===== config.mk =====
export PLATFORM = sky130hd
export DESIGN_NAME = i2c_slave_port
export DESIGN_NICKNAME = d
export VERILOG_FILES = /design/src/rtl/i2cs_pkg.sv /design/src/rtl/i2cs_sync.sv /design/src/rtl/i2cs_cond.sv /design/src/rtl/i2cs_engine.sv /design/src/rtl/i2c_slave_port.sv
export SDC_FILE = /design/constraint.sdc
export NUM_CORES = 1
export LEC_CHECK = 0
export ABC_CLOCK_PERIOD_IN_PS = 2500
export BUFFER_PORTS_ARGS = -buffer_cell sky130_fd_sc_hd__buf_2
export CORE_MARGIN = 4
export CORE_UTILIZATION = 60
export CTS_BUF_LIST = sky130_fd_sc_hd__clkbuf_4
export DETAILED_ROUTE_END_ITERATION = 10
export PLACE_DENSITY = 0.75
export SLEW_MARGIN = 20
export SYNTH_ARGS = -nofsm -noshare
export SYNTH_HDL_FRONTEND = slang
export SYNTH_SLANG_ARGS = --single-unit

===== constraint.sdc =====
create_clock -name clk -period 2.5 [get_ports clk]
set_input_delay 0.125 -clock clk [delete_from_list [all_inputs] [get_ports clk]]
set_output_delay 0.125 -clock clk [all_outputs]
set_load 0.1 [all_outputs]

===== src/rtl/i2cs_pkg.sv =====
package i2cs_pkg;
  typedef enum logic [2:0] {
    E_IDLE, E_ADDR, E_ACK, E_RXD, E_TXD, E_TXACK
  } eng_st_t;

  localparam int RA_CTRL = 0;
  localparam int RA_STAT = 1;
  localparam int RA_BUF  = 2;
  localparam int RA_ADR  = 3;

  localparam logic [3:0] MODE_S7   = 4'h6;
  localparam logic [3:0] MODE_S10  = 4'h7;
  localparam logic [3:0] MODE_S7I  = 4'hE;
  localparam logic [3:0] MODE_S10I = 4'hF;
  localparam logic [3:0] MODE_IONLY = 4'hB;

  function automatic logic is_slave_mode(input logic [3:0] m);
    return (m == MODE_S7) || (m == MODE_S10) || (m == MODE_S7I) || (m == MODE_S10I);
  endfunction

  function automatic logic has_ss_irq(input logic [3:0] m);
    return (m == MODE_S7I) || (m == MODE_S10I) || (m == MODE_IONLY);
  endfunction
endpackage


===== src/rtl/i2cs_sync.sv =====
module i2cs_sync #(
  parameter int W = 2,
  parameter int STAGES = 2
) (
  input  logic         clk,
  input  logic         rst,
  input  logic [W-1:0] din,
  output logic [W-1:0] q,
  output logic [W-1:0] q_d
);
  for (genvar g = 0; g < W; g++) begin : g_line
    logic [STAGES-1:0] chain;
    always_ff @(posedge clk) begin
      if (rst) begin
        chain  <= '1;
        q_d[g] <= 1'b1;
      end else begin
        chain  <= {chain[STAGES-2:0], din[g]};
        q_d[g] <= chain[STAGES-1];
      end
    end
    assign q[g] = chain[STAGES-1];
  end
endmodule


===== src/rtl/i2cs_cond.sv =====
module i2cs_cond (
  input  logic scl,
  input  logic sda,
  input  logic scl_d,
  input  logic sda_d,
  output logic scl_rise,
  output logic scl_fall,
  output logic bus_start,
  output logic bus_stop
);
  always_comb begin
    scl_rise  = scl && !scl_d;
    scl_fall  = !scl && scl_d;
    bus_start = scl && scl_d && sda_d && !sda;
    bus_stop  = scl && scl_d && !sda_d && sda;
  end
endmodule


===== src/rtl/i2cs_engine.sv =====
module i2cs_engine
  import i2cs_pkg::*;
#(
  parameter int DW = 8
) (
  input  logic          clk,
  input  logic          rst,
  input  logic          slave_on,
  input  logic          ten_bit,
  input  logic          sda_s,
  input  logic          scl_rise,
  input  logic          scl_fall,
  input  logic          bus_start,
  input  logic          bus_stop,
  input  logic [DW-1:0] adr,
  input  logic [DW-1:0] tx_byte,
  input  logic          buf_full,
  input  logic          ovf,
  output logic          sda_oe,
  output logic [DW-1:0] rx_byte,
  output logic          rx_store,
  output logic          rx_is_data,
  output logic          rx_ovf,
  output logic          rd_go,
  output logic          upd_set,
  output logic          tx_done,
  output logic          rw_bit
);
  localparam int CW = $clog2(DW + 1);
  localparam logic [CW-1:0] LAST = CW'(DW);

  eng_st_t        st, after;
  logic [DW-1:0]  sh;
  logic [CW-1:0]  cnt;
  logic           lo_stage, full10, mack;
  logic           hit, rd, hi_ok, room, ack, byte_end;

  always_comb begin
    room  = !buf_full && !ovf;
    hi_ok = (sh[DW-1:DW-5] == 5'b11110) && (sh[DW-1:1] == adr[DW-1:1]);
    hit   = 1'b0;
    rd    = 1'b0;
    if (st == E_RXD) begin
      hit = 1'b1;
    end else if (st == E_ADDR) begin
      if (!ten_bit) begin
        hit = (sh[DW-1:1] == adr[DW-1:1]);
        rd  = sh[0];
      end else if (!lo_stage) begin
        rd  = sh[0];
        hit = hi_ok && (!sh[0] || full10);
      end else begin
        hit = (sh == adr);
      end
    end
    ack      = hit && (rd || room);
    byte_end = scl_fall && (cnt == LAST) && ((st == E_ADDR) || (st == E_RXD));
  end

  always_ff @(posedge clk) begin
    rx_store <= 1'b0;
    rx_ovf   <= 1'b0;
    rd_go    <= 1'b0;
    upd_set  <= 1'b0;
    tx_done  <= 1'b0;
    if (rst || !slave_on) begin
      st         <= E_IDLE;
      after      <= E_IDLE;
      sda_oe     <= 1'b0;
      cnt        <= '0;
      sh         <= '0;
      lo_stage   <= 1'b0;
      full10     <= 1'b0;
      mack       <= 1'b0;
      rw_bit     <= 1'b0;
      rx_is_data <= 1'b0;
    end else if (bus_start) begin
      st       <= E_ADDR;
      cnt      <= '0;
      lo_stage <= 1'b0;
      sda_oe   <= 1'b0;
    end else if (bus_stop) begin
      st     <= E_IDLE;
      sda_oe <= 1'b0;
      full10 <= 1'b0;
      rw_bit <= 1'b0;
    end else begin
      case (st)
        E_ADDR, E_RXD: begin
          if (scl_rise && cnt != LAST) begin
            sh  <= {sh[DW-2:0], sda_s};
            cnt <= cnt + 1'b1;
          end else if (byte_end) begin
            rx_is_data <= (st == E_RXD);
            rx_store   <= ack && !rd;
            rx_ovf     <= hit && !rd && !room;
            sda_oe     <= ack;
            st         <= ack ? E_ACK : E_IDLE;
            if (ack && rd) begin
              rd_go  <= 1'b1;
              rw_bit <= 1'b1;
              after  <= E_TXD;
            end else if (st == E_ADDR && ten_bit && !lo_stage) begin
              after    <= E_ADDR;
              lo_stage <= ack;
              upd_set  <= ack;
            end else begin
              after <= E_RXD;
              if (st == E_ADDR) rw_bit <= 1'b0;
              if (st == E_ADDR && ten_bit) begin
                full10  <= ack;
                upd_set <= ack;
              end
            end
          end
        end
        E_ACK: begin
          if (scl_fall) begin
            cnt <= '0;
            st  <= after;
            if (after == E_TXD) begin
              sh     <= tx_byte;
              sda_oe <= !tx_byte[DW-1];
            end else begin
              sda_oe <= 1'b0;
            end
          end
        end
        E_TXD: begin
          if (scl_rise && cnt != LAST) begin
            cnt <= cnt + 1'b1;
          end else if (scl_fall) begin
            if (cnt == LAST) begin
              sda_oe <= 1'b0;
              st     <= E_TXACK;
            end else begin
              sh     <= {sh[DW-2:0], 1'b0};
              sda_oe <= !sh[DW-2];
            end
          end
        end
        E_TXACK: begin
          if (scl_rise) begin
            mack <= !sda_s;
          end else if (scl_fall) begin
            if (mack) begin
              tx_done <= 1'b1;
              sh      <= tx_byte;
              sda_oe  <= !tx_byte[DW-1];
              cnt     <= '0;
              st      <= E_TXD;
            end else begin
              st <= E_IDLE;
            end
          end
        end
        default: ;
      endcase
    end
  end

  assign rx_byte = sh;

  AST_QUIET_WHEN_OFF: assert property (@(posedge clk) disable iff (rst)
    !slave_on |=> !sda_oe) else $error("slave drove SDA while off");
  AST_BIT_COUNT: assert property (@(posedge clk) disable iff (rst)
    cnt <= LAST) else $error("bit counter out of range");
  AST_TX_ONLY_READ: assert property (@(posedge clk) disable iff (rst)
    (st == E_TXD) |-> rw_bit) else $error("transmitting outside read");
endmodule


===== src/rtl/i2c_slave_port.sv =====
module i2c_slave_port
  import i2cs_pkg::*;
#(
  parameter int DW = 8,
  parameter int AW = 2,
  parameter int SYNC_STAGES = 2
) (
  input  logic          clk,
  input  logic          rst,
  input  logic          scl_i,
  input  logic          sda_i,
  output logic          sda_oe,
  input  logic [AW-1:0] reg_addr,
  input  logic          reg_wr,
  input  logic          reg_rd,
  input  logic [DW-1:0] reg_wdata,
  output logic [DW-1:0] reg_rdata,
  output logic          irq
);
  logic [1:0] ln_q, ln_q_d;
  logic scl_rise, scl_fall, bus_start, bus_stop;

  logic [3:0]    mode;
  logic          en, spare, irq_f, ovf_f;
  logic [DW-1:0] adr_r, buf_r;
  logic          st_f, sp_f, bf, upd, dna;

  logic          slave_on, bus_on, ss_irq;
  logic [DW-1:0] rx_byte;
  logic          rx_store, rx_is_data, rx_ovf, rd_go, upd_set, tx_done, rw_bit;
  logic          hw_irq, ctrl_we, buf_re;

  i2cs_sync #(.W(2), .STAGES(SYNC_STAGES)) u_sync (
    .clk(clk), .rst(rst), .din({scl_i, sda_i}), .q(ln_q), .q_d(ln_q_d)
  );

  i2cs_cond u_cond (
    .scl(ln_q[1]), .sda(ln_q[0]), .scl_d(ln_q_d[1]), .sda_d(ln_q_d[0]),
    .scl_rise(scl_rise), .scl_fall(scl_fall),
    .bus_start(bus_start), .bus_stop(bus_stop)
  );

  always_comb begin
    slave_on = en && is_slave_mode(mode);
    ss_irq   = en && has_ss_irq(mode);
    bus_on   = slave_on || ss_irq;
    hw_irq   = rx_store || rd_go || tx_done || (ss_irq && (bus_start || bus_stop));
    ctrl_we  = reg_wr && (reg_addr == AW'(RA_CTRL));
    buf_re   = reg_rd && (reg_addr == AW'(RA_BUF));
  end

  i2cs_engine #(.DW(DW)) u_eng (
    .clk(clk), .rst(rst), .slave_on(slave_on), .ten_bit(mode[0]),
    .sda_s(ln_q[0]), .scl_rise(scl_rise), .scl_fall(scl_fall),
    .bus_start(bus_start), .bus_stop(bus_stop),
    .adr(adr_r), .tx_byte(buf_r), .buf_full(bf), .ovf(ovf_f),
    .sda_oe(sda_oe), .rx_byte(rx_byte), .rx_store(rx_store),
    .rx_is_data(rx_is_data), .rx_ovf(rx_ovf), .rd_go(rd_go),
    .upd_set(upd_set), .tx_done(tx_done), .rw_bit(rw_bit)
  );

  always_ff @(posedge clk) begin
    if (rst) begin
      mode <= '0; en <= 1'b0; spare <= 1'b0; irq_f <= 1'b0; ovf_f <= 1'b0;
    end else begin
      if (ctrl_we) begin
        mode  <= reg_wdata[3:0];
        spare <= reg_wdata[4];
        en    <= reg_wdata[5];
      end
      ovf_f <= rx_ovf || (ctrl_we ? reg_wdata[6] : ovf_f);
      irq_f <= hw_irq || (ctrl_we ? reg_wdata[7] : irq_f);
    end
  end

  always_ff @(posedge clk) begin
    if (rst) begin
      adr_r <= '0; buf_r <= '0; bf <= 1'b0; upd <= 1'b0; dna <= 1'b0;
    end else begin
      if (reg_wr && reg_addr == AW'(RA_ADR)) adr_r <= reg_wdata;
      if (upd_set) upd <= 1'b1;
      else if (reg_wr && reg_addr == AW'(RA_ADR)) upd <= 1'b0;
      if (rx_store) begin
        buf_r <= rx_byte;
        bf    <= 1'b1;
        dna   <= rx_is_data;
      end else begin
        if (reg_wr && reg_addr == AW'(RA_BUF)) buf_r <= reg_wdata;
        if (buf_re) bf <= 1'b0;
        if (rd_go) dna <= 1'b0;
      end
    end
  end

  always_ff @(posedge clk) begin
    if (rst || !bus_on) begin
      st_f <= 1'b0;
      sp_f <= 1'b0;
    end else if (bus_start) begin
      st_f <= 1'b1;
      sp_f <= 1'b0;
    end else if (bus_stop) begin
      st_f <= 1'b0;
      sp_f <= 1'b1;
    end
  end

  always_ff @(posedge clk) begin
    if (rst) begin
      reg_rdata <= '0;
    end else if (reg_rd) begin
      case (int'(reg_addr))
        RA_CTRL: reg_rdata <= {irq_f, ovf_f, en, spare, mode};
        RA_STAT: reg_rdata <= {2'b00, dna, sp_f, st_f, rw_bit, upd, bf};
        RA_BUF:  reg_rdata <= buf_r;
        default: reg_rdata <= adr_r;
      endcase
    end
  end

  assign irq = irq_f;

  AST_STORE_NEEDS_ROOM: assert property (@(posedge clk) disable iff (rst)
    rx_store |-> (!bf && !ovf_f)) else $error("byte stored over unread buffer");
  AST_IRQ_AFTER_STORE: assert property (@(posedge clk) disable iff (rst)
    rx_store |=> irq_f) else $error("store without interrupt");
  AST_START_STOP_EXCL: assert property (@(posedge clk) disable iff (rst)
    !(st_f && sp_f)) else $error("start and stop status both set");
endmodule


# [Word level (Yosys, flattened, before mapping)]
# Index checks and enable logic that the tools add are counted.
[totals] word_cells=256 in_bits=16 register_bits=72 out_inout_bits=10
[classes] mux=81 n_addsub=1 bitwise_logic=8 eq_ne=44 reduce_logical=89
[op_table] op="two-way mux 8 bit" count=11
[op_table] op="two-way mux 1 bit" count=48
[op_table] op="case mux 8 bit (4 select lines)" count=1
[op_table] op="two-way mux 3 bit" count=10
[op_table] op="logical AND 1 bit" count=27
[op_table] op="AND reduction 9 bit" count=3
[op_table] op="case mux 8 bit (3 select lines)" count=1
[op_table] op="two-way mux 4 bit" count=5
[op_table] op="inequality test 4 x 3 -> 1 bit, second input constant" count=5
[op_table] op="inequality test 2 x 1 -> 1 bit, second input constant" count=9
[op_table] op="logical OR 1 bit" count=17
[op_table] op="equality test 4 bit, second input constant" count=4
[op_table] op="inequality test 4 bit, second input constant" count=4
[op_table] op="nonzero test 2 bit" count=8
[op_table] op="logical NOT 1 bit" count=14
[op_table] op="inequality test 2 bit, second input constant" count=7
[op_table] op="AND reduction 7 bit" count=2
[op_table] op="case mux 3 bit (4 select lines)" count=1
[op_table] op="case mux 4 bit (3 select lines)" count=1
[op_table] op="AND reduction 12 bit" count=1
[op_table] op="AND reduction 6 bit" count=2
[op_table] op="OR reduction 6 bit" count=2
[op_table] op="equality test 3 bit, second input constant" count=3
[op_table] op="equality test 4 x 3 -> 1 bit, second input constant" count=2
[op_table] op="21 further kinds" count=35

# [Longest topological paths before layout]
[logic_depth] word_depth=15 depth_mapped=8

# [By module]
# Synthesis repeated with hierarchy kept, for this count alone.
[unflattened] hier_cells=395 area_unflattened_um2=3718.6
[by_module_without_submodules] module="i2cs_engine" area_per_inst_um2=1841.8 instances=1 cells_per_inst=209
[by_module_without_submodules] module="i2c_slave_port" area_per_inst_um2=1671.6 instances=1 cells_per_inst=168
[by_module_without_submodules] module="i2cs_sync" area_per_inst_um2=172.7 instances=1 cells_per_inst=14
[by_module_without_submodules] module="i2cs_cond" area_per_inst_um2=32.5 instances=1 cells_per_inst=4

# [Worst setup path after synthesis]
# Ideal clock, no wire load.
[synth_path] kind="register to register" startpoint="register u_eng.cnt[0]" endpoint="register u_eng.sh[1] (netlist: u_eng.rx_byte[1])" setup_ps=130 path_stages_with_launch=8 path_buffers=0 setup_slack_ps=720 period_less_slack_ps=1780 arrival_time_ps=1650 path_cell_list="dfxtp_1 inv_1 ha_1 nand3b_1 a31oi_1 a221o_1 a2111oi_0 nor3_1"
[synth_between] elab_chain_len=4 elab_cells_between_ends=7 classes_between="eq/ne: 5; reduce/logical: 2"
[synth_rtl] item="start: declaration" line_no="i2cs_engine.sv:34" text="logic [CW-1:0] cnt;"
[synth_rtl] item="start signal: assignment" line_no="i2cs_engine.sv:92" text="cnt <= cnt + 1'b1;"
[synth_rtl] item="start signal: assignment" line_no="i2cs_engine.sv:131" text="cnt <= cnt + 1'b1;"
[synth_rtl] item="inequality test 4 bit" line_no="i2cs_engine.sv:90, i2cs_engine.sv:130"
[synth_rtl] item="logical AND 1 bit" line_no="i2cs_engine.sv:90, i2cs_engine.sv:130"
[synth_rtl] item="inequality test 2 x 1 -> 1 bit (no source line) or inequality test 2 bit (tied branches)"
[synth_rtl] item="AND reduction 12 bit (no source line) *"
[synth_rtl] item="end signal: assignment" line_no="i2cs_engine.sv:91" text="sh <= {sh[DW-2:0], sda_s};"
[synth_rtl] item="end signal: assignment" line_no="i2cs_engine.sv:137" text="sh <= {sh[DW-2:0], 1'b0};"
[synth_rtl] item="end signal: assignment" line_no="i2cs_engine.sv:148" text="sh <= tx_byte;"
[synth_rtl] item="end: declaration" line_no="i2cs_engine.sv:33" text="logic [DW-1:0] sh;"
# Every way passes the cells marked *; elsewhere a longest branch is shown, timed or not.
# A chain may end at the register's enable or synchronous reset.

# [Worst setup path in the final report]
[layout_path] startpoint="register u_eng.st[2]" endpoint="register u_eng.sh[5] (netlist: u_eng.rx_byte[5])"
[layout_between] elab_chain_len=4 elab_cells_between_ends=18 classes_between="eq/ne: 14; mux: 1; reduce/logical: 3"
[layout_rtl] item="start: declaration" line_no="i2cs_engine.sv:32" text="eng_st_t st, after;"
[layout_rtl] item="start signal: assignment" line_no="i2cs_engine.sv:98" text="st <= ack ? E_ACK : E_IDLE;"
[layout_rtl] item="start signal: assignment" line_no="i2cs_engine.sv:120" text="st <= after;"
[layout_rtl] item="equality test 3 x 2 -> 1 bit or equality test 3 x 1 -> 1 bit (tied branches)" line_no="i2cs_engine.sv:88" text="case (st)"
[layout_rtl] item="OR reduction 2 bit" line_no="i2cs_engine.sv:88"
[layout_rtl] item="inequality test 2 x 1 -> 1 bit (no source line) or nonzero test 4 bit (tied branches)"
[layout_rtl] item="AND reduction 12 bit (no source line)"
[layout_rtl] item="end signal: assignment" line_no="i2cs_engine.sv:91"
[layout_rtl] item="end signal: assignment" line_no="i2cs_engine.sv:122" text="sh <= tx_byte;"
[layout_rtl] item="end signal: assignment" line_no="i2cs_engine.sv:137"
# Several ways; a longest one is shown, not always the timed one.

==> results.txt <==
The count of unique library cells instantiated by Yosys came out at 77. The final layout contains routed wiring with a total length of 9350 µm. The clock passes through at most 2 buffers.

In this run the vertical extent of the chip is 87.1 µm. The number of cells in the design after placement was 510. The first detailed-routing pass ran for 5 iterations. Total CTS buffers: 9. The ratio of final minimum period to clock period was 88.0%.

During synthesis, Yosys emitted a total of 0 warnings. At the worst endpoint, the arrival time is 2.54 ns. The logs give 0.363 ns for the pre-CTS worst setup slack and 3312 for the vias after detailed routing. Subtracting the final worst setup slack from the clock period gives 2.20 ns. In the final design database the tool counted 474 nets. The pin slew with the least headroom to its limit came out at 0.642 ns.

The clock net in this run drives a total of 72 sinks. STA puts the critical path data required time at 2.84 ns. For the insertion delay to the later sink of the worst-skew pair, the log shows 0.42 ns.

The floorplan has 28 rows. CTS built an H-tree with a depth of 3. The average routed wire per standard cell is 17.4 µm, and the remaining global-route overflow is 0. Counting every net in the synthesized netlist gives 447. After synthesis, the share of flip-flops with an asynchronous set or reset is 0%. The logs give 0 for the number of diodes and 0 for the buffer count from post-CTS setup fixing.

The pin count of the biggest net entering global routing is 44. STA classifies the critical path endpoint as a flip-flop. The fraction of layout instances using a drive strength above 1 was 18.4%. The run finished with clean final reports. The logs give 0 for the number of max-slew violations in the final report and 3125 for the number of global-route vias before repair. Pin placement for this block handled 26 I/O pins. For the final hold violation count, the log shows 0.

For the worst-case clock skew, the log shows 0.0152 ns. The worst setup path is launched from a flip-flop. Clock-pin slew was measured on the worst setup and hold paths at 0.13 ns.

The run gives 0 as the total DRC errors in the routed layout. The cell family contributing the most delay on the critical path is simple AND/OR/NAND/NOR gates. Across all register-to-register paths, the minimum setup slack is 0.30 ns.

The type of the most critical hold path is input pin to flip-flop. The critical path contains buffers and inverters numbering 0 combined. Input and output buffers added on the ports amount to 25.

The run gives 6710 µm as the half-perimeter wire length after placement. Among all flip-flop cells after synthesis, the most frequent one is sky130_fd_sc_hd__dfxtp_1. Hold timing on the final database bottoms out at a slack of 0.0883 ns. VDD sags by at most 0.000399 V.

For the number of cells produced by synthesis, the log shows 429. Synthesized area per cell: 8.75 µm². Setup violations remaining at the end of the flow were counted as 0. CTS placed an instance of sky130_fd_sc_hd__clkbuf_4 at the clock tree root. The total power divided by cell area is 497 nW/µm², and the horizontal die dimension is 87.1 µm. The final core area utilization is 68.5%.

The total standard cell area after synthesis is 3750 µm². Across every metal layer, demand over resource in global routing totals 26.3%. Core footprint: 5990 µm². For the DRC marker count from the first detailed-route iteration, the log shows 277. The final antenna-violating net count is 0. The run gives 62.7% as the starting density of the core.

The maximum achievable frequency was 455 MHz. For this run, the register share of the synthesized area comes to 38.4%. Counting flops with a built-in enable in the synthesized netlist gives 0.

The global-route wire length before repair came out at 15500 µm. In the layout the commonest cells are sky130_fd_sc_hd__dfxtp_1, sky130_fd_sc_hd__nand2_1, sky130_fd_sc_hd__nor2_1, sky130_fd_sc_hd__a21oi_1, sky130_fd_sc_hd__buf_2. The area of the die is 7590 µm².

TritonCTS built the clock tree. The tool flagged a number of max-cap violations equal to 0. On the critical path, the stage with the largest delay is an instance of sky130_fd_sc_hd__dfxtp_1. The commonest non-fill, non-tap cell in the layout is sky130_fd_sc_hd__dfxtp_1. In this run the tightest slew margin relative to its limit is 56.7%. The number of vias per cell after detailed routing came out at 6.18. The number of antenna violations at the first check in global routing is 0. Once layout is complete, the cells apart from fillers number 536. Along the worst path, the maximum fanout reaches 19.

The signal on the critical path passes through nor3b_4 -> a21o_2 -> or2_0 -> a21oi_1 -> nor3_1. Adding up every negative setup slack in the final design gives 0 ns. The routability congestion estimate is 0.872, and the number of flip-flops and latches in the synthesized netlist is 72. Setup repair after global routing left no endpoint under its margin. In the post-route analysis, the smallest setup slack over all paths is 0.301 ns. The type of the setup path with the least slack is flip-flop to flip-flop. The area growth from synthesis to final layout is 9.27%, and the worst stage delay on the critical path is 0.75 ns. For this design the static power due to leakage is 1.48 nW.
==> routing by layer <==
metal  track usage [%]  routed length [µm]
met1              35.8                4220
met4              8.09                 145
met2              42.2                4470
met5                 0                   0
met3              5.39                 511
==> worst reg2reg max path, delay by kind of cell (launching register included) <==
kind / cells / cell delay (ns)
DFF: 1 / 0.75
and+or+nand+nor: 3 / 1.06
AOI/OAI and AO/OA: 2 / 0.31
==> cells in the mapped netlist, drive strengths merged, types with 2 or more instances <==
| library cell | instances | share of area (%) |
|---|---|---|
| nand2 | 50 | 5.1 |
| o31ai | 2 | 0.53 |
| buf | 14 | 2.8 |
| a21o | 4 | 0.83 |
| nand4 | 2 | 0.33 |
| a211oi | 14 | 2.9 |
| ha | 2 | 0.67 |
| mux2i | 15 | 4.0 |
| or3 | 3 | 0.50 |
| nand3b | 3 | 0.60 |
| nor4 | 2 | 0.33 |
| and3b | 4 | 0.93 |
| xnor2 | 8 | 1.9 |
| or3b | 2 | 0.47 |
| or2 | 8 | 1.3 |
| a21boi | 2 | 0.40 |
| nor3 | 14 | 1.9 |
| a22oi | 4 | 0.80 |
| clkbuf | 13 | 1.3 |
| nand2b | 5 | 0.90 |
| and3 | 5 | 0.97 |
| nand4bb | 2 | 0.60 |
| mux2 | 2 | 0.60 |
| mux4 | 6 | 3.6 |
| nand3 | 9 | 1.2 |
| o211ai | 4 | 0.93 |
| and2b | 8 | 1.9 |
| a31oi | 3 | 0.50 |
| nor2 | 43 | 4.3 |
| o21ai | 13 | 1.7 |
| a21oi | 42 | 5.7 |
| a2111oi | 8 | 1.9 |
| dfxtp | 72 | 38 |
| nand4b | 2 | 0.47 |
| inv | 7 | 0.70 |
| and2 | 3 | 0.50 |
| nor2b | 5 | 1.0 |
| nor3b | 4 | 1.4 |
==> report_power, final <==
| group | switching (mW) | internal (mW) | total [mW] |
|---|---|---|---|
| Clock | 0.445 | 0.218 | 0.663 |
| Combinational | 0.113 | 0.0676 | 0.180 |
| Sequential | 0.0233 | 1.17 | 1.19 |
==> final timing paths <==
path,cells past startpoint,to,startpoint
worst min register to register,1,u_sync.g_line[0].chain[1],u_sync.g_line[0].chain[0]
worst max-delay path,5,u_eng.rx_byte[5],u_eng.st[2]
worst max register to register,5,u_eng.rx_byte[5],u_eng.st[2]
worst min-delay path,2,reg_rdata[7],reg_rd
==> sequential cells by signal, indices dropped and copies added, names as in the netlist, 2 cells and up <==
register	flops
u_sync.q_d	2
u_eng.after	3
u_sync.g_line.chain	4
u_eng.rx_byte	8
u_eng.st	3
reg_rdata	8
buf_r	8
mode	4
adr_r	8
u_eng.cnt	4
==> through the flow <==
step	cell area, µm²	power (mW)
floorplan	3750	1.34
global placement	3880	1.38
detailed placement	3880	1.38
CTS	4100	2.05
global route	4100	2.12
finish	4100	2.04
==> logic make-up after synthesis <==
kind of cell             Yosys count  share of synthesized area (%)
AND/OR/NAND/NOR                  178                           25.6
flip-flops                        72                           38.4
AO/OA/AOI/OAI                    110                           19.9
buffers and inverters             34                           4.83
XOR/XNOR                           9                           2.10
multiplexers                      23                           8.20
adder cells (fa/ha/maj)            3                          0.933
==> timing repair <==
action,4_1_cts,5_1_grt
hold endpoints to repair,16,0
resized for setup,0,0
hold buffers,10,0
==> layout make-up <==
| cell class | count | area [µm²] |
|---|---|---|
| clock buffers | 10 | 75.1 |
| inverters | 7 | 26.3 |
| clock inverters | 6 | 45.0 |
| flip-flops and latches | 72 | 1440 |
| repair buffers | 43 | 285 |
| multi-input cells | 323 | 2130 |
| well taps | 75 | 93.8 |
| fillers | 495 | 1890 |
No activity file was read; power rests on OpenSTA's default activity.
